===== src/rtl/stk_pkg.sv =====
package stk_pkg;
  typedef struct packed {
    logic capture;  // latch frame pointer, words and length
    logic clamp;    // overflow: report limit as new SP
    logic advance;  // store handshake: next word
    logic finish;   // last store accepted: report frame pointer
    logic pushing;  // store port active
  } stk_strobe_t;

  typedef enum logic {ST_IDLE = 1'b0, ST_PUSH = 1'b1} stk_state_e;
endpackage


===== src/rtl/stk_ctrl.sv =====
module stk_ctrl
  import stk_pkg::*;
(
  input  logic        clk,
  input  logic        rstN,
  input  logic        reqValid,
  input  logic        overflow,
  input  logic        lastWord,
  input  logic        stReady,
  output stk_strobe_t strobe,
  output logic        busy,
  output logic        stValid
);
  stk_state_e state, stateNext;

  always_comb begin
    strobe    = '0;
    stateNext = state;
    case (state)
      ST_IDLE: begin
        if (reqValid) begin
          strobe.capture = 1'b1;
          if (overflow) strobe.clamp = 1'b1;
          else          stateNext    = ST_PUSH;
        end
      end
      ST_PUSH: begin
        strobe.pushing = 1'b1;
        if (stReady) begin
          strobe.advance = 1'b1;
          if (lastWord) begin
            strobe.finish = 1'b1;
            stateNext     = ST_IDLE;
          end
        end
      end
      default: stateNext = ST_IDLE;
    endcase
  end

  always_ff @(posedge clk) begin
    if (!rstN) state <= ST_IDLE;
    else       state <= stateNext;
  end

  assign busy    = (state == ST_PUSH);
  assign stValid = (state == ST_PUSH);

  // an overflowing request never opens the store port
  assert_no_store_on_ovf_R4: assert property (@(posedge clk) disable iff (!rstN)
    (!busy && reqValid && overflow) |=> !stValid);

  // a pending store stays offered until accepted
  assert_store_held_R11: assert property (@(posedge clk) disable iff (!rstN)
    (stValid && !stReady) |=> stValid);
endmodule


===== src/rtl/stk_dp.sv =====
module stk_dp
  import stk_pkg::*;
#(
  parameter int ADDR_W       = 32,
  parameter int WORD_W       = 32,
  parameter int BASIC_WORDS  = 8,
  parameter int CALLEE_WORDS = 10
) (
  input  logic                           clk,
  input  logic                           rstN,
  input  stk_strobe_t                    strobe,
  input  logic                           reqCallee,
  input  logic [ADDR_W-1:0]              curSp,
  input  logic [ADDR_W-1:0]              mainLimit,
  input  logic [ADDR_W-1:0]              procLimit,
  input  logic                           handlerMode,
  input  logic                           spSel,
  input  logic                           tailChain,
  input  logic                           retModeThread,
  input  logic                           retSpSelProc,
  input  logic                           v8Profile,
  input  logic                           negPriority,
  input  logic                           ignoreOvf,
  input  logic                           secureState,
  input  logic [CALLEE_WORDS*WORD_W-1:0] frameWords,
  input  logic                           otherWrValid,
  input  logic [ADDR_W-1:0]              otherWrVal,
  input  logic                           otherSpSel,
  input  logic [ADDR_W-1:0]              otherMainLimit,
  input  logic [ADDR_W-1:0]              otherProcLimit,
  output logic                           overflow,
  output logic                           lastWord,
  output logic [ADDR_W-1:0]              stAddr,
  output logic [WORD_W-1:0]              stData,
  output logic                           spWe,
  output logic [ADDR_W-1:0]              spNew,
  output logic                           done,
  output logic                           otherSpWe,
  output logic                           otherSpProc,
  output logic [ADDR_W-1:0]              otherSpData,
  output logic                           ovfPend,
  output logic                           ovfBank
);
  localparam int WORD_BYTES   = WORD_W / 8;
  localparam int BASIC_BYTES  = BASIC_WORDS * WORD_BYTES;
  localparam int CALLEE_BYTES = CALLEE_WORDS * WORD_BYTES;
  localparam int IDX_W        = $clog2(CALLEE_WORDS);

  logic                                  useProc, checksOn;
  logic [ADDR_W-1:0]                     selLimit, frameBytes, framePtrNext;
  logic [ADDR_W-1:0]                     basePtr;
  logic [IDX_W-1:0]                      idx, lastIdx;
  logic [CALLEE_WORDS-1:0][WORD_W-1:0]   frameReg;
  logic                                  otherUseProc, otherBelow, otherOk, otherBad;
  logic [ADDR_W-1:0]                     otherLim;

  // limit selection and overflow decision
  always_comb begin
    if (reqCallee && tailChain) useProc = retModeThread && retSpSelProc;
    else                        useProc = !handlerMode && spSel;
    selLimit     = useProc ? procLimit : mainLimit;
    frameBytes   = reqCallee ? ADDR_W'(CALLEE_BYTES) : ADDR_W'(BASIC_BYTES);
    framePtrNext = curSp - frameBytes;
    checksOn     = v8Profile && !(negPriority && ignoreOvf);
    overflow     = checksOn && (framePtrNext < selLimit);
  end

  // other-state stack pointer screening
  always_comb begin
    otherUseProc = !handlerMode && otherSpSel;
    otherLim     = otherUseProc ? otherProcLimit : otherMainLimit;
    otherBelow   = otherWrVal < otherLim;
    otherOk      = otherWrValid && secureState && !otherBelow;
    otherBad     = otherWrValid && secureState && otherBelow;
  end

  assign lastWord = (idx == lastIdx);
  assign stAddr   = basePtr + (ADDR_W'(idx) * ADDR_W'(WORD_BYTES));
  assign stData   = frameReg[idx];

  always_ff @(posedge clk) begin
    if (!rstN) begin
      basePtr  <= '0;
      idx      <= '0;
      lastIdx  <= '0;
      frameReg <= '0;
    end else if (strobe.capture) begin
      basePtr  <= framePtrNext;
      idx      <= '0;
      lastIdx  <= reqCallee ? IDX_W'(CALLEE_WORDS - 1) : IDX_W'(BASIC_WORDS - 1);
      frameReg <= frameWords;
    end else if (strobe.advance && !lastWord) begin
      idx <= idx + 1'b1;
    end
  end

  always_ff @(posedge clk) begin
    if (!rstN) begin
      spWe        <= 1'b0;
      spNew       <= '0;
      done        <= 1'b0;
      ovfPend     <= 1'b0;
      ovfBank     <= 1'b0;
      otherSpWe   <= 1'b0;
      otherSpProc <= 1'b0;
      otherSpData <= '0;
    end else begin
      spWe      <= strobe.clamp || strobe.finish;
      done      <= strobe.clamp || strobe.finish;
      ovfPend   <= strobe.clamp || otherBad;
      otherSpWe <= otherOk;
      if (strobe.clamp)       spNew <= selLimit;
      else if (strobe.finish) spNew <= basePtr;
      if (strobe.clamp || otherBad) ovfBank <= secureState;
      if (otherOk) begin
        otherSpProc <= otherUseProc;
        otherSpData <= otherWrVal;
      end
    end
  end

  // consecutive stores climb by one word
  assert_ascending_R1: assert property (@(posedge clk) disable iff (!rstN)
    (strobe.advance && !lastWord) |=> (stAddr == $past(stAddr) + ADDR_W'(WORD_BYTES)));

  // address and data hold while the store waits
  assert_store_stable_R11: assert property (@(posedge clk) disable iff (!rstN)
    (strobe.pushing && !strobe.advance) |=> ($stable(stAddr) && $stable(stData)));

  // a clamp reports the limit and raises the request
  assert_clamp_limit_R4: assert property (@(posedge clk) disable iff (!rstN)
    strobe.clamp |=> (spNew == $past(selLimit) && ovfPend && spWe));

  // a forwarded write is never below its limit
  assert_other_in_range_R8: assert property (@(posedge clk) disable iff (!rstN)
    otherWrValid |=> (!otherSpWe || otherSpData >= $past(otherLim)));

  // only a secure requester can write the other pointer
  assert_other_secure_only_R10: assert property (@(posedge clk) disable iff (!rstN)
    otherWrValid |=> (!otherSpWe || $past(secureState)));
endmodule


===== src/rtl/stk_guard.sv =====
module stk_guard
  import stk_pkg::*;
#(
  parameter int ADDR_W       = 32,
  parameter int WORD_W       = 32,
  parameter int BASIC_WORDS  = 8,
  parameter int CALLEE_WORDS = 10
) (
  input  logic                           clk,
  input  logic                           rstN,
  input  logic                           reqValid,
  input  logic                           reqCallee,
  output logic                           busy,
  input  logic [ADDR_W-1:0]              curSp,
  input  logic [ADDR_W-1:0]              mainLimit,
  input  logic [ADDR_W-1:0]              procLimit,
  input  logic                           handlerMode,
  input  logic                           spSel,
  input  logic                           tailChain,
  input  logic                           retModeThread,
  input  logic                           retSpSelProc,
  input  logic                           v8Profile,
  input  logic                           negPriority,
  input  logic                           ignoreOvf,
  input  logic                           secureState,
  input  logic [CALLEE_WORDS*WORD_W-1:0] frameWords,
  output logic                           stValid,
  input  logic                           stReady,
  output logic [ADDR_W-1:0]              stAddr,
  output logic [WORD_W-1:0]              stData,
  output logic                           spWe,
  output logic [ADDR_W-1:0]              spNew,
  output logic                           done,
  input  logic                           otherWrValid,
  input  logic [ADDR_W-1:0]              otherWrVal,
  input  logic                           otherSpSel,
  input  logic [ADDR_W-1:0]              otherMainLimit,
  input  logic [ADDR_W-1:0]              otherProcLimit,
  output logic                           otherSpWe,
  output logic                           otherSpProc,
  output logic [ADDR_W-1:0]              otherSpData,
  output logic                           ovfPend,
  output logic                           ovfBank
);
  stk_strobe_t strobe;
  logic        overflow, lastWord;

  stk_ctrl u_ctrl (
    .clk      (clk),
    .rstN     (rstN),
    .reqValid (reqValid),
    .overflow (overflow),
    .lastWord (lastWord),
    .stReady  (stReady),
    .strobe   (strobe),
    .busy     (busy),
    .stValid  (stValid)
  );

  stk_dp #(
    .ADDR_W       (ADDR_W),
    .WORD_W       (WORD_W),
    .BASIC_WORDS  (BASIC_WORDS),
    .CALLEE_WORDS (CALLEE_WORDS)
  ) u_dp (
    .clk            (clk),
    .rstN           (rstN),
    .strobe         (strobe),
    .reqCallee      (reqCallee),
    .curSp          (curSp),
    .mainLimit      (mainLimit),
    .procLimit      (procLimit),
    .handlerMode    (handlerMode),
    .spSel          (spSel),
    .tailChain      (tailChain),
    .retModeThread  (retModeThread),
    .retSpSelProc   (retSpSelProc),
    .v8Profile      (v8Profile),
    .negPriority    (negPriority),
    .ignoreOvf      (ignoreOvf),
    .secureState    (secureState),
    .frameWords     (frameWords),
    .otherWrValid   (otherWrValid),
    .otherWrVal     (otherWrVal),
    .otherSpSel     (otherSpSel),
    .otherMainLimit (otherMainLimit),
    .otherProcLimit (otherProcLimit),
    .overflow       (overflow),
    .lastWord       (lastWord),
    .stAddr         (stAddr),
    .stData         (stData),
    .spWe           (spWe),
    .spNew          (spNew),
    .done           (done),
    .otherSpWe      (otherSpWe),
    .otherSpProc    (otherSpProc),
    .otherSpData    (otherSpData),
    .ovfPend        (ovfPend),
    .ovfBank        (ovfBank)
  );
endmodule


===== config.mk =====
export PLATFORM = sky130hd
export DESIGN_NAME = stk_guard
export DESIGN_NICKNAME = d
export VERILOG_FILES = /design/src/rtl/stk_pkg.sv /design/src/rtl/stk_ctrl.sv /design/src/rtl/stk_dp.sv /design/src/rtl/stk_guard.sv
export SDC_FILE = /design/constraint.sdc
export NUM_CORES = 1
export LEC_CHECK = 0
export BUFFER_PORTS_ARGS = -buffer_cell sky130_fd_sc_hd__buf_2
export CORE_AREA = 3 3 255 257
export CTS_CLUSTER_DIAMETER = 120
export DETAILED_ROUTE_END_ITERATION = 7
export DIE_AREA = 0 0 258 260
export GPL_ROUTABILITY_DRIVEN = 0
export HOLD_SLACK_MARGIN = 0.1
export PLACE_DENSITY_LB_ADDON = 0.12
export SYNTH_ARGS = -nofsm -noshare
export SYNTH_HDL_FRONTEND = slang
export SYNTH_SLANG_ARGS = --single-unit

===== constraint.sdc =====
create_clock -name clk -period 3.5 [get_ports clk]
set_input_delay 0.35 -clock clk [delete_from_list [all_inputs] [get_ports clk]]
set_output_delay 0.35 -clock clk [all_outputs]
set_load 0.02 [all_outputs]

; ---- Word level (Yosys, flattened, before mapping)
; Index checks and enable logic that the tools add are counted.
[op_classes]
add_sub_neg = 3
n_mux = 20
magnitude_cmp = 3
bitwise = 2
reduce_logical = 19
eq_ne = 1
[ops]
columns = operator, n
row1 = 32-bit 2-to-1 mux, 5
row2 = 32-bit binary-select mux with 4-bit select, 1
row3 = 32-bit < comparator, 2
row4 = 32-bit by 6-bit adder with 32-bit output, 1
row5 = 32-bit subtractor, 1
row6 = 1-bit logical AND, 11
row7 = 4-bit 2-to-1 mux, 2
row8 = 1-bit 2-to-1 mux, 7
row9 = 2-bit 2-to-1 mux, 3
row10 = "4-bit by 5-bit < comparator with 1-bit output, second input constant", 1
row11 = "4-bit by 1-bit adder with 4-bit output, second input constant", 1
row12 = 4-bit == test, 1
row13 = 1-bit logical NOT, 4
row14 = 3-bit 2-to-1 mux, 1
row15 = 1-bit logical OR, 2
row16 = 1-bit inverter, 2
row17 = 1-bit one-hot mux with 2 select lines, 1
row18 = 2-bit nonzero test, 1
row19 = 2-bit OR reduction, 1
[word_totals]
inputBits = 528
reg_bits = 430
word_cells = 69
output_inout_bits = 136

; ---- Logic depth before layout (Yosys ltp)
; Gate-level depths: netlist (run 1).
[logic_depth]
ltp_word = 10
depth_mapped = 17
depth_no_buf = 16

; ---- Cells and area by module
; From an unflattened synthesis (run 1), not the netlist that was laid out.
[unflattened]
cells_unflattened = 2107
area_unflattened_um2 = 20967.6
[modules_own_cells]
columns = module, area_per_inst_um2, instances, cells_each
row1 = stk_dp, 20885.0, 1, 2097
row2 = stk_ctrl, 82.6, 1, 10

; ---- Worst setup path before layout (run 1)
; Ideal clock, no wire load.
[synth_path]
path_type = in2reg
startpoint = input port curSp[20]
endpoint = register u_dp.spNew[10]
t_required_ns = 3.366
t_arrival_ns = 3.430
slack_ns = -0.064
cell_stages = 15
cell_sequence = or4_4 -> nor4_4 -> nand2b_1 -> or3_4 -> nor4_1 -> xor2_1 -> ha_1 -> a21oi_1 -> nor2b_1 -> o21ai_0 -> o211ai_1 -> or2_2 -> nor2_1 -> buf_2 -> a211oi_1
[synth_via]
elab_chain_len = 7
[synth_lines]
columns = element, line_no
row1 = start: declaration, stk_guard.sv:14  ; input logic [ADDR_W-1:0] curSp,
row2 = 32-bit subtractor (*), stk_dp.sv:63  ; framePtrNext = curSp - frameBytes;
row3 = named net u_dp.framePtrNext[29], stk_dp.sv:50  ; logic [ADDR_W-1:0] selLimit, frameBytes, framePtrNext;
row4 = 32-bit < comparator (*), stk_dp.sv:65  ; overflow = checksOn && (framePtrNext < selLimit);
row5 = 1-bit logical AND (*), stk_dp.sv:65
row6 = 1-bit 2-to-1 mux (*), stk_ctrl.sv:23  ; if (overflow) strobe.clamp = 1'b1;
row7 = 2-bit 2-to-1 mux (*), stk_ctrl.sv:21  ; if (reqValid) begin
row8 = 2-bit 2-to-1 mux (*), stk_ctrl.sv:19  ; case (state)
row9 = 32-bit 2-to-1 mux / 2-bit nonzero test (equally long branches), -
row10 = end signal: assignment, stk_dp.sv:112  ; if (strobe.clamp) spNew <= selLimit;
row11 = end signal: assignment, stk_dp.sv:113  ; else if (strobe.finish) spNew <= basePtr;
row12 = end: declaration, stk_dp.sv:36  ; output logic [ADDR_W-1:0] spNew,
; The timed path passes the listed nets; every way through them passes the cells marked *.
; A chain may end at the register's enable or synchronous reset.

; ---- Worst setup path after layout (run 1)
[layout_path]
startpoint = input port curSp[20]
endpoint = register u_dp.spNew[17]
; Same word-level chain as after synthesis.

==> results.json, run 1 <==
{
  "clk_pin_slew_worst_paths_ps": 60,
  "cts_bufs_inserted": 49,
  "internal-power_w": 0.00933,
  "drtAntennaViolNets": 0,
  "placement.io_buffers": 663,
  "global_route.usage.total_pct": 25.7,
  "placed_instance_count": 3860,
  "tritoncts": "built",
  "nFillCells": 6104,
  "p_per_area_nw_per_um2": 425,
  "setup.worst_path.class": "in2reg",
  "fmaxAchievable_mhz": 290,
  "sequential_to_total_area_share_from_yosys_stat_pct": 41.5,
  "final.setup.tns_ps": 0,
  "die_h_um": 260,
  "finalNetCount": 4032,
  "ys_ff_latch": 429,
  "setup.worst_path.start": "curSp[20]",
  "p_comb_share_pct": 20.1,
  "clk_latency_ps": 590,
  "design.portCount": 664,
  "synth_fp_nets": 3024,
  "core_um2": 63000,
  "final_max_slew_viol_count": 0,
  "setup_crit_end_kind": "register",
  "outcome": "finished, final reports clean",
  "critPathArrivalTime_ps": 3950,
  "power.ir.vdd_worst_uv": 389,
  "die_w_um": 258,
  "synthArstFlopShare_pct": 0,
  "dr_total_vias": 21827,
  "cp.required_ps": 4000,
  "ys_types": 58,
  "grt_pass1_vias": 21907,
  "drt-vias-per-instance": 5.03,
  "hold_path.class": "in2reg",
  "final_layout_size_suffix_gt1_share_pct": 28.6,
  "r2r_end": "u_dp.spNew[19]$_SDFFE_PN0P_",
  "area_growth_pct": 49.2,
  "fin_crit_share_pct": 98.5,
  "end_point_of_the_critical_path": "u_dp.spNew[17]$_SDFFE_PN0P_",
  "max-clock-path-buffers": 3,
  "maximum_number_of_pins_on_one_net_before_global_route_repair": 162,
  "synth-edff-count": 0,
  "multiInputGateArea_um2": 11400,
  "final_core_utilization_pct": 49.1,
  "number_of_cells_in_the_finished_layout_apart_from_fillers": 4337,
  "numClockSinks": 429,
  "finalHoldViolations": 0,
  "post_synth.cell_area_avg_um2": 8.54,
  "total_switching_power_w": 0.00381,
  "share_of_total_power_in_the_clock_network_pct": 38.7,
  "fin_crit_ps": 3450,
  "slew_headroom_pct": 43.6,
  "postRouteWirelength_um": 91300,
  "wl_per_cell_um": 21.0,
  "global_route_wire_length_before_repair_um": 133000,
  "antenna_found_initial": 14,
  "reg2reg_slack_ps": 750,
  "cap_viol_max_count": 0,
  "final_instance_area_um2": 30900,
  "first_pass_iters": 5,
  "final.setup_skew_ps": 24.3,
  "preCtsSetupSlack_ps": -483,
  "crit_fanout": 13,
  "drt_drc_violations_left": 0,
  "start_util_pct": 32.9,
  "synth_ff_type": "dfxtp_1",
  "synth_warnings": 0,
  "clock_root_buffer": "clkbuf_16",
  "post_synth_inst_count": 2426,
  "finalSetupViolations": 0,
  "r2r.worst_path.cells": 8,
  "timing.critical_path.from_type": "input pin",
  "dpl_cell_area_um2": 25400,
  "die_area_um2": 67100,
  "global_route.overflow_total": 0,
  "layout.area.seq_um2": 8600,
  "detail_route.iter0.violations": 1594,
  "htreeDepth": 2,
  "static-leakage-power_nw": 13.3,
  "switching_share_pct": 29.0,
  "hpwl_um": 67000,
  "tightestPinTransition_ps": 845,
  "rr_startpoint": "u_dp.idx[2]$_SDFFE_PP0P_",
  "fp-row-count": 92,
  "pwr-share-seq_pct": 41.2,
  "netlist_area_um2": 20700,
  "post-route-worst-setup-slack_ps": 51.3
}
-- worst min-delay path by stage --
stage                                               start                              end  depth (start not counted)
final                                        procLimit[0]       u_dp.spNew[0]$_SDFFE_PN0P_                          3
after global routing                                 rstN    u_dp.basePtr[20]$_SDFFE_PN0P_                          2
after CTS                                    procLimit[0]       u_dp.spNew[0]$_SDFFE_PN0P_                          3
after detailed placement  u_dp.frameReg[193]$_SDFFE_PN0P_  u_dp.frameReg[193]$_SDFFE_PN0P_                          2
after global placement    u_dp.frameReg[229]$_SDFFE_PN0P_  u_dp.frameReg[229]$_SDFFE_PN0P_                          2
after floorplan           u_dp.frameReg[192]$_SDFFE_PN0P_  u_dp.frameReg[192]$_SDFFE_PN0P_                          2
-- cells in the final DEF (no fill, tap or decap), types with 3 or more instances in the layout --
master           n
nand2_1        694
buf_2          661
dfxtp_1        425
a21oi_1        377
dlygate4sd3_1  358
mux2i_1        162
nor2_1         103
buf_4           98
ha_1            68
mux4_2          64
clkbuf_16       52
a211oi_1        43
o22ai_1         32
mux2_2          32
xnor2_1         31
xor2_1          24
nor3_1          22
buf_12          18
diode_2         17
inv_1           16
clkbuf_1        16
o21ai_0         15
nand3_1         15
clkbuf_8        14
nand4_1         13
a21o_1           9
clkinv_2         9
and3_1           8
nand2b_1         7
nor2b_1          6
nor4_1           4
o21a_1           4
o211ai_1         4
o21ba_2          4
xnor2_2          3
nor2_4           3
-- cell type report --
type	instances	share of cell area (%)
multi-input cells	1796	37.0
well taps	846	3.43
inverters	17	0.231
diodes	17	0.138
clock inverters	12	0.336
repair buffers	1141	26.2
clock buffers	79	4.79
flip-flops and latches	429	27.8
-- sequential cells by signal (all words and copies together) (netlist names), 3 cells and up --
name and count:
u_dp.frameReg 320, u_dp.otherSpData 32, u_dp.lastIdx 3, u_dp.basePtr 32, u_dp.spNew 32, u_dp.idx 4
-- timing repair --
action	4_1_cts	5_1_grt
pin swaps	1	6
hold buffers	358	0
gates resized for setup	3	28
setup buffers	0	6
cloned	0	5
hold endpoints to repair	358	0
endpoints found under the setup margin	5	40
-- power by group through the flow --
stage	clock network, W	registers (W)	logic (W)
floorplan	0	0.00550	0.00123
global placement	0	0.00550	0.00225
detailed placement	0	0.00551	0.00227
CTS	0.00521	0.00541	0.00262
global route	0.00537	0.00544	0.00288
finish	0.00508	0.00541	0.00265
-- logic make-up after synthesis --
family	share of synthesized area [%]
muxes	16.6
adders and majority gates	4.27
AOI/OAI and AO/OA	13.7
DFF	41.5
and+or+nand+nor	17.5
xor gates and xnor gates	2.49
buffers and inverters	3.91
-- Yosys cell counts (2+ instances only) --
library cell / number / area (um2)
and4_1: 2 / 17.5
nand2b_1: 7 / 43.8
a21o_1: 9 / 67.6
nor3b_1: 2 / 15.0
nor2b_1: 8 / 50.1
nand4_1: 13 / 81.3
nor2_1: 107 / 402
xor2_1: 24 / 210
o2111ai_1: 2 / 17.5
or3_4: 2 / 22.5
nand3_1: 15 / 75.1
o21a_1: 4 / 30.0
clkbuf_1: 140 / 526
nand2_1: 695 / 2610
or4_4: 2 / 22.5
o21ai_0: 16 / 80.1
mux2_2: 32 / 360
buf_1: 22 / 82.6
o221ai_1: 2 / 17.5
o41ai_1: 2 / 17.5
dfxtp_1: 429 / 8590
ha_1: 69 / 863
nor4_1: 5 / 31.3
o21ba_2: 4 / 40.0
mux4_2: 64 / 1440
a31oi_1: 2 / 12.5
or2_2: 2 / 12.5
buf_4: 10 / 75.1
o22ai_1: 32 / 200
a211oi_1: 45 / 338
a21oi_1: 378 / 1890
buf_2: 11 / 55.1
o211ai_1: 4 / 30.0
or3_1: 2 / 12.5
nor3_1: 22 / 110
xnor2_1: 33 / 289
inv_1: 17 / 63.8
and3_1: 10 / 62.6
mux2i_1: 162 / 1620
-- per-stage QoR --
step / hold slack (ps) / total power [W]
6_report: 155 / 0.0131
5_1_grt: 152 / 0.0137
4_1_cts: 111 / 0.0132
3_5_place_dp: 444 / 0.00779
3_3_place_gp: 440 / 0.00775
2_1_floorplan: 433 / 0.00673
-- worst max-delay path, stage by stage --
cell       delay, ps
buf_2            110
or4_4            560
nor4_4           230
nand2b_1         120
or3_4            360
nor4_2           210
xor2_1           270
ha_1             290
a21oi_1          150
nor2b_1           60
o21ai_0          170
o211ai_1         150
buf_4            180
nor2_4           170
clkbuf_16        230
a21oi_1           70
a211oi_1         240
-- metal layers --
metal / vias to the layer above / wire length [um] / global-route usage, %
li1: 10416 / - / -
met1: 10411 / 36600 / 30.8
met2: 839 / 45500 / 45.7
met3: 157 / 6440 / 5.34
met4: 4 / 2700 / 8.83
met5: - / 26 / 0
No activity file was read; power rests on OpenSTA's default activity.
==> run 2, diff against run 1 <==
--- a/config.mk
+++ b/config.mk
@@ -8,5 +8,4 @@
 export BUFFER_PORTS_ARGS = -buffer_cell sky130_fd_sc_hd__buf_2
 export CORE_AREA = 3 3 255 257
-export CTS_CLUSTER_DIAMETER = 120
 export DETAILED_ROUTE_END_ITERATION = 7
 export DIE_AREA = 0 0 258 260
==> constraint.sdc (replaced) <==
create_clock -name clk -period 3.5 [get_ports clk]
set_input_delay 0.175 -clock clk [delete_from_list [all_inputs] [get_ports clk]]
set_output_delay 0.175 -clock clk [all_outputs]
set_load 0.02 [all_outputs]
==> run 2 against run 1 <==
Wire length is 0.97% higher. First-iteration DRC count is 1.9% higher. Cell count is 1.1% higher. Core utilization is 1.4 points higher. Die area stayed put. Cell area is 2.9% higher. Worst hold slack worse by 39 ps. Clock skew is 11 ps lower. Non-clock buffer count is 51 higher. Maximum frequency is 0.57% lower. Setup slack worse by 20 ps. Clock power is 9.3% higher. Largest cell class unchanged.
==> results.json, run 2 (synthesis results as in run 1) <==
{
  "outcome": "finished, final reports clean",
  "r2r_end": "u_dp.spNew[14]$_SDFFE_PN0P_",
  "die_w_um": 258,
  "grt_pass1_vias": 22147,
  "power.ir.vdd_worst_uv": 332,
  "end_point_of_the_critical_path": "u_dp.spNew[14]$_SDFFE_PN0P_",
  "fin_crit_ps": 3470,
  "drtAntennaViolNets": 0,
  "largest_register_ffs": 320,
  "first_pass_iters": 6,
  "finalNetCount": 4083,
  "min_from": "mainLimit[3]",
  "final_max_slew_viol_count": 0,
  "detail_route.iter0.violations": 1625,
  "post-route-worst-setup-slack_ps": 31.7,
  "antenna_found_initial": 15,
  "nFillCells": 6038,
  "setup.worst_path.class": "in2reg",
  "wl_per_cell_um": 21.0,
  "area_growth_pct": 53.5,
  "cp.required_ps": 4000,
  "max-clock-path-buffers": 3,
  "setup_crit_end_kind": "register",
  "cts_bufs_inserted": 49,
  "tritoncts": "built",
  "layout.area.seq_um2": 8600,
  "static-leakage-power_nw": 13.6,
  "final_common_cell": "nand2_1",
  "crit_path_cell_trace": "dlygate4sd3_1, buf_2, nor4_4, buf_4, nand4_1, or3_4, buf_6, buf_4, nand2_1, ha_1, a21o_1, a21o_1, a21oi_1, o211ai_1, buf_4, nor2_4, buf_6, buf_6, a21oi_1, a211oi_1",
  "multiInputGateArea_um2": 11600,
  "dr_total_vias": 21984,
  "finalHoldViolations": 0,
  "numClockSinks": 429,
  "global_route.overflow_total": 0,
  "critPathArrivalTime_ps": 3970,
  "final.setup_skew_ps": 13.6,
  "global_route_wire_length_before_repair_um": 135000,
  "core_um2": 63000,
  "die_h_um": 260,
  "hold_slack_ps": 116,
  "fin_crit_share_pct": 99.1,
  "setup.worst_path.start": "curSp[15]",
  "layout.cells.most_common_list": "694 x nand2_1, 661 x buf_2, 447 x dlygate4sd3_1, 425 x dfxtp_1, 367 x a21oi_1",
  "tightestPinTransition_ps": 998,
  "drt_drc_violations_left": 0,
  "slew_headroom_pct": 33.5,
  "largest_register": "u_dp.frameReg",
  "worst_path_max_delay_cell": "dlygate4sd3_1",
  "r2r.worst_path.cells": 8,
  "start_util_pct": 32.9,
  "reg2reg_slack_ps": 880,
  "fmaxAchievable_mhz": 288,
  "fp-row-count": 92,
  "placement.io_buffers": 663,
  "rr_startpoint": "u_dp.idx[0]$_SDFFE_PP0P_",
  "final_layout_size_suffix_gt1_share_pct": 28.0,
  "hpwl_um": 66500,
  "die_area_um2": 67100,
  "drt-vias-per-instance": 5.01,
  "htreeDepth": 2,
  "finalSetupViolations": 0,
  "design.portCount": 664,
  "preCtsSetupSlack_ps": -255,
  "crit_fanout": 6,
  "worst_stage_delay_on_the_critical_path_ps": 550,
  "clk_latency_ps": 600,
  "clock_root_buffer": "clkbuf_16",
  "cap_viol_max_count": 0,
  "final.setup.tns_ps": 0,
  "clk_pin_slew_worst_paths_ps": 60,
  "maximum_number_of_pins_on_one_net_before_global_route_repair": 187,
  "final_core_utilization_pct": 50.5,
  "p_per_area_nw_per_um2": 431,
  "global_route.usage.total_pct": 26.1,
  "hold_path.class": "in2reg",
  "postRouteWirelength_um": 92200,
  "timing.critical_path.from_type": "input pin"
}
-- run 2: changes by cell type in the layout (fill, tap and decap cells not counted), moves of 3 or more --
cell           delta
dlygate4sd3_1    +89
a211oi_1         -11
buf_6             +3
bufinv_16         +6
a21oi_2           +9
a211oi_2         +10
clkbuf_1          -8
buf_4            -38
buf_12            -3
a21oi_1          -10
-- run 2: how the worst min path moves through the flow --
stage,endpoint,slack [ps],cells past startpoint
after floorplan,u_dp.frameReg[0]$_SDFFE_PN0P_,310,2
after global placement,u_dp.frameReg[75]$_SDFFE_PN0P_,420,3
after detailed placement,u_dp.frameReg[36]$_SDFFE_PN0P_,420,3
after CTS,u_dp.basePtr[30]$_SDFFE_PN0P_,100,4
after global routing,u_dp.spNew[3]$_SDFFE_PN0P_,130,4
final,u_dp.spNew[3]$_SDFFE_PN0P_,120,4
-- run 2: where the power goes --
part | internal [W] | switching (W) | leakage (nW)
logic | 0.00127 | 0.00147 | 9.20
clock network | 0.00336 | 0.00218 | 0.863
registers | 0.00521 | 0.000202 | 3.52
total | 0.00985 | 0.00385 | 13.6
-- run 2: cell type report --
type	count	area share, %
clock inverters	18	0.847
clock buffers	72	4.64
flip-flops and latches	429	27.1
multi-input cells	1796	36.4
diodes	15	0.118
well taps	846	3.33
repair buffers	1192	27.4
inverters	17	0.224
-- run 2: layer usage --
metal	GRT usage (%)	wire [um]
met5	0	13
met4	9.27	3230
met3	4.84	6110
met2	45.7	45200
met1	32.0	37600
-- run 2: repair_timing --
action                                  CTS  global route
gates resized for setup                   3            51
endpoints found under the setup margin    5            41
hold buffers                            447             0
endpoints found under the hold margin   421             0
pin swaps                                 0            25
gates cloned                              0             5
buffers inserted                          0             9
-- run 2: critical path: cells and delay by family --
family | cells | cell delay (ps)
AO/OA/AOI/OAI | 6 | 960
adder cells (fa/ha/maj) | 1 | 250
buffers and inverters | 8 | 1550
AND/OR/NAND/NOR | 5 | 1030
-- run 2: metrics by stage --
stage / total power, W / instance area [um2] / cells
after detailed placement: 0.00773 / 25100 / 3821
after CTS: 0.0137 / 31300 / 4358
after global placement: 0.00769 / 25100 / 3821
final: 0.0137 / 31800 / 4385
after global routing: 0.0143 / 31800 / 4382
after floorplan: 0.00673 / 20700 / 2426
==> run 3, diff against run 2 <==
ABC_AREA = 1   (was not set)
CORE_AREA = 3 3 256 258   (was 3 3 255 257)
DIE_AREA = 0 0 259 261   (was 0 0 258 260)
==> run 3 against run 2 <==
Non-clock buffer count increased by 10. Highest routed layer is now met4. Power decreased by 1.6%. Register-to-register slack improved by 50 ps. First-iteration DRC count decreased by 9.4%. Clock-buffer cell count increased by 4. Sequential power about the same. Core utilization decreased by 0.37 points.
==> results.json, run 3 <==
{
  "reg2reg_slack_ps": 930,
  "cp.required_ps": 3940,
  "ys_types": 49,
  "cts_bufs_inserted": 50,
  "finalNetCount": 4265,
  "htreeDepth": 2,
  "p_per_area_nw_per_um2": 426,
  "wl_per_cell_um": 21.5,
  "die_h_um": 261,
  "global_route_wire_length_before_repair_um": 140000,
  "global_route.usage.total_pct": 27.0,
  "max-clock-path-buffers": 3,
  "final_max_slew_viol_count": 0,
  "clk_latency_ps": 600,
  "numClockSinks": 429,
  "preCtsSetupSlack_ps": -514,
  "synth_area_leaders": "dfxtp_1 42%, o21ai_0 8.4%, nand2_1 7.5%",
  "synth_warnings": 0,
  "die_area_um2": 67600,
  "dr_total_vias": 23246,
  "antenna_found_initial": 6,
  "rsz0062_at_grt": "true",
  "drtAntennaViolNets": 0,
  "timing.critical_path.from_type": "input pin",
  "largest_register_ffs": 320,
  "synth_ff_type": "dfxtp_1",
  "r2r_end": "u_dp.spNew[23]$_SDFFE_PN0P_",
  "static-leakage-power_nw": 14.1,
  "fin_crit_share_pct": 99.7,
  "post_synth_inst_count": 2601,
  "synth_most_common_cell": "dfxtp_1",
  "finalSetupViolations": 0,
  "fmaxAchievable_mhz": 287,
  "layout.cells.most_common_list": "656 x buf_2, 433 x dlygate4sd3_1, 425 x dfxtp_1, 365 x nand2_1, 342 x o21ai_0",
  "placement.io_buffers": 663,
  "post-route-worst-setup-slack_ps": 11.5,
  "detail_route.iter0.violations": 1472,
  "post_synth.cell_area_avg_um2": 7.85,
  "ys_ff_latch": 429,
  "clock_root_buffer": "clkbuf_16",
  "slew_headroom_pct": 30.1,
  "multiInputGateArea_um2": 10600,
  "area_growth_pct": 55.1,
  "fp-row-count": 92,
  "sequential_to_total_area_share_from_yosys_stat_pct": 42.1,
  "dpl_cell_area_um2": 24600,
  "synthArstFlopShare_pct": 0,
  "fin_crit_ps": 3490,
  "r2r.worst_path.cells": 10,
  "postRouteWirelength_um": 97800,
  "hpwl_um": 68400,
  "worst_stage_delay_on_the_critical_path_ps": 240,
  "drt_drc_violations_left": 0,
  "hold_path.class": "in2reg",
  "drt-vias-per-instance": 5.10,
  "netlist_area_um2": 20400,
  "setup_crit_end_kind": "register",
  "design.portCount": 664,
  "grt_pass1_vias": 23264,
  "synth_fp_nets": 3199,
  "first_pass_iters": 6,
  "die_w_um": 259,
  "global_route.overflow_total": 0,
  "clk_pin_slew_worst_paths_ps": 60,
  "outcome": "finished, final reports clean",
  "hold_slack_ps": 118,
  "final_common_cell": "buf_2",
  "critPathArrivalTime_ps": 3930,
  "tightestPinTransition_ps": 1050,
  "synthDominantAreaCellType": "dfxtp_1",
  "finalHoldViolations": 0,
  "setup.worst_path.start": "curSp[3]",
  "rr_startpoint": "u_dp.idx[0]$_SDFFE_PP0P_",
  "final.setup_skew_ps": 13.7,
  "start_util_pct": 32.3,
  "synth.top_cell.area_share_pct": 42.1,
  "core_um2": 63200,
  "largest_register": "u_dp.frameReg",
  "cpMostUsedCell": "nor2_4",
  "maximum_number_of_pins_on_one_net_before_global_route_repair": 197,
  "end_point_of_the_critical_path": "u_dp.spNew[29]$_SDFFE_PN0P_",
  "tritoncts": "built",
  "cap_viol_max_count": 0,
  "worst_path_max_delay_cell": "a211oi_2",
  "synth-edff-count": 0,
  "final_layout_size_suffix_gt1_share_pct": 27.1,
  "layout.area.seq_um2": 8600,
  "nFillCells": 6021,
  "power.ir.vdd_worst_uv": 348,
  "ys_top_cells_by_count": "429 x dfxtp_1, 406 x nand2_1, 344 x o21ai_0",
  "final_instance_area_um2": 31700,
  "crit_fanout": 3,
  "setup.worst_path.class": "in2reg"
}
## run 3: changes by cell type after synthesis, moves of 32 or more
cell      delta
nand3_1    +146
mux4_2      -64
o21ai_0    +328
a21oi_1    -125
inv_1      +232
nand2_1    -289
a211oi_1    -38
nor2_1      -40
mux2i_1    -100
a22o_1     +164
mux2_2      -32
## run 3: report_power, final
part           internal (W)  switching, W
Clock               0.00310       0.00218
Combinational       0.00121       0.00159
Sequential          0.00523      0.000179
## run 3: worst min path at each step
stage | cells after the start | slack, ps | to | startpoint
floorplan | 1 | 260 | u_dp.lastIdx[2]$_SDFFE_PN0P_ | reqCallee
global placement | 3 | 380 | u_dp.frameReg[266]$_SDFFE_PN0P_ | frameWords[266]
detailed placement | 3 | 380 | u_dp.frameReg[266]$_SDFFE_PN0P_ | frameWords[266]
CTS | 5 | 100 | u_dp.spNew[31]$_SDFFE_PN0P_ | mainLimit[31]
global route | 5 | 150 | u_dp.spNew[30]$_SDFFE_PN0P_ | procLimit[30]
finish | 5 | 120 | u_dp.spNew[18]$_SDFFE_PN0P_ | procLimit[18]
## run 3: per-stage QoR
stage | utilization, % | cells | power (W) | setup TNS, ps
5_1_grt | 50.1 | 4554 | 0.0141 | -6800
6_report | 50.1 | 4558 | 0.0135 | 0
2_1_floorplan | - | 2601 | 0.00667 | 0
3_5_place_dp | 39.0 | 3986 | 0.00775 | -16200
3_3_place_gp | 39.0 | 3986 | 0.00772 | -13320
4_1_cts | 48.7 | 4517 | 0.0135 | -326
## run 3: kinds of logic (layout without fill, tap and decap cells)
kind of cell,Yosys count,after routing,synth area share (%)
flip-flops,429,429,42.1
multiplexers,62,62,3.04
adder cells (fa/ha/maj),70,70,4.33
XOR/XNOR,48,48,2.06
AND/OR/NAND/NOR,743,744,16.6
buffers and inverters,448,1549,8.61
AO/OA/AOI/OAI,801,801,23.3
other,0,9,0
## run 3: critical path, delay by kind of cell
kind            cells  cell delay [ps]
compound gates      3              390
fa+ha+maj           3              500
simple gates       20             2200
buf+inv             6              640
## run 3: area by class of cell
class	instances	area share, %
Multi-Input combinational cell	1725	33.5
Timing Repair Buffer	1202	27.6
Sequential cell	429	27.2
Clock buffer	76	4.61
Tap cell	846	3.34
Inverter	259	3.13
Clock inverter	12	0.593
Antenna cell	9	0.0711
## run 3: layer usage
metal | GRT usage (%) | share of wire, % | up-vias
met3 | 5.11 | 7.0 | 258
met4 | 16.1 | 6.2 | 0
met2 | 47.0 | 49 | 987
met1 | 30.9 | 38 | 10951
li1 | - | - | 11050
met5 | 0 | 0 | -
## run 3: timing repair
item	CTS	global route
hold buffers	433	0
buffers inserted	10	22
gates resized for setup	16	131
setup endpoints to repair	7	70
cloned	0	10
hold endpoints to repair	413	0
pin swaps	7	51
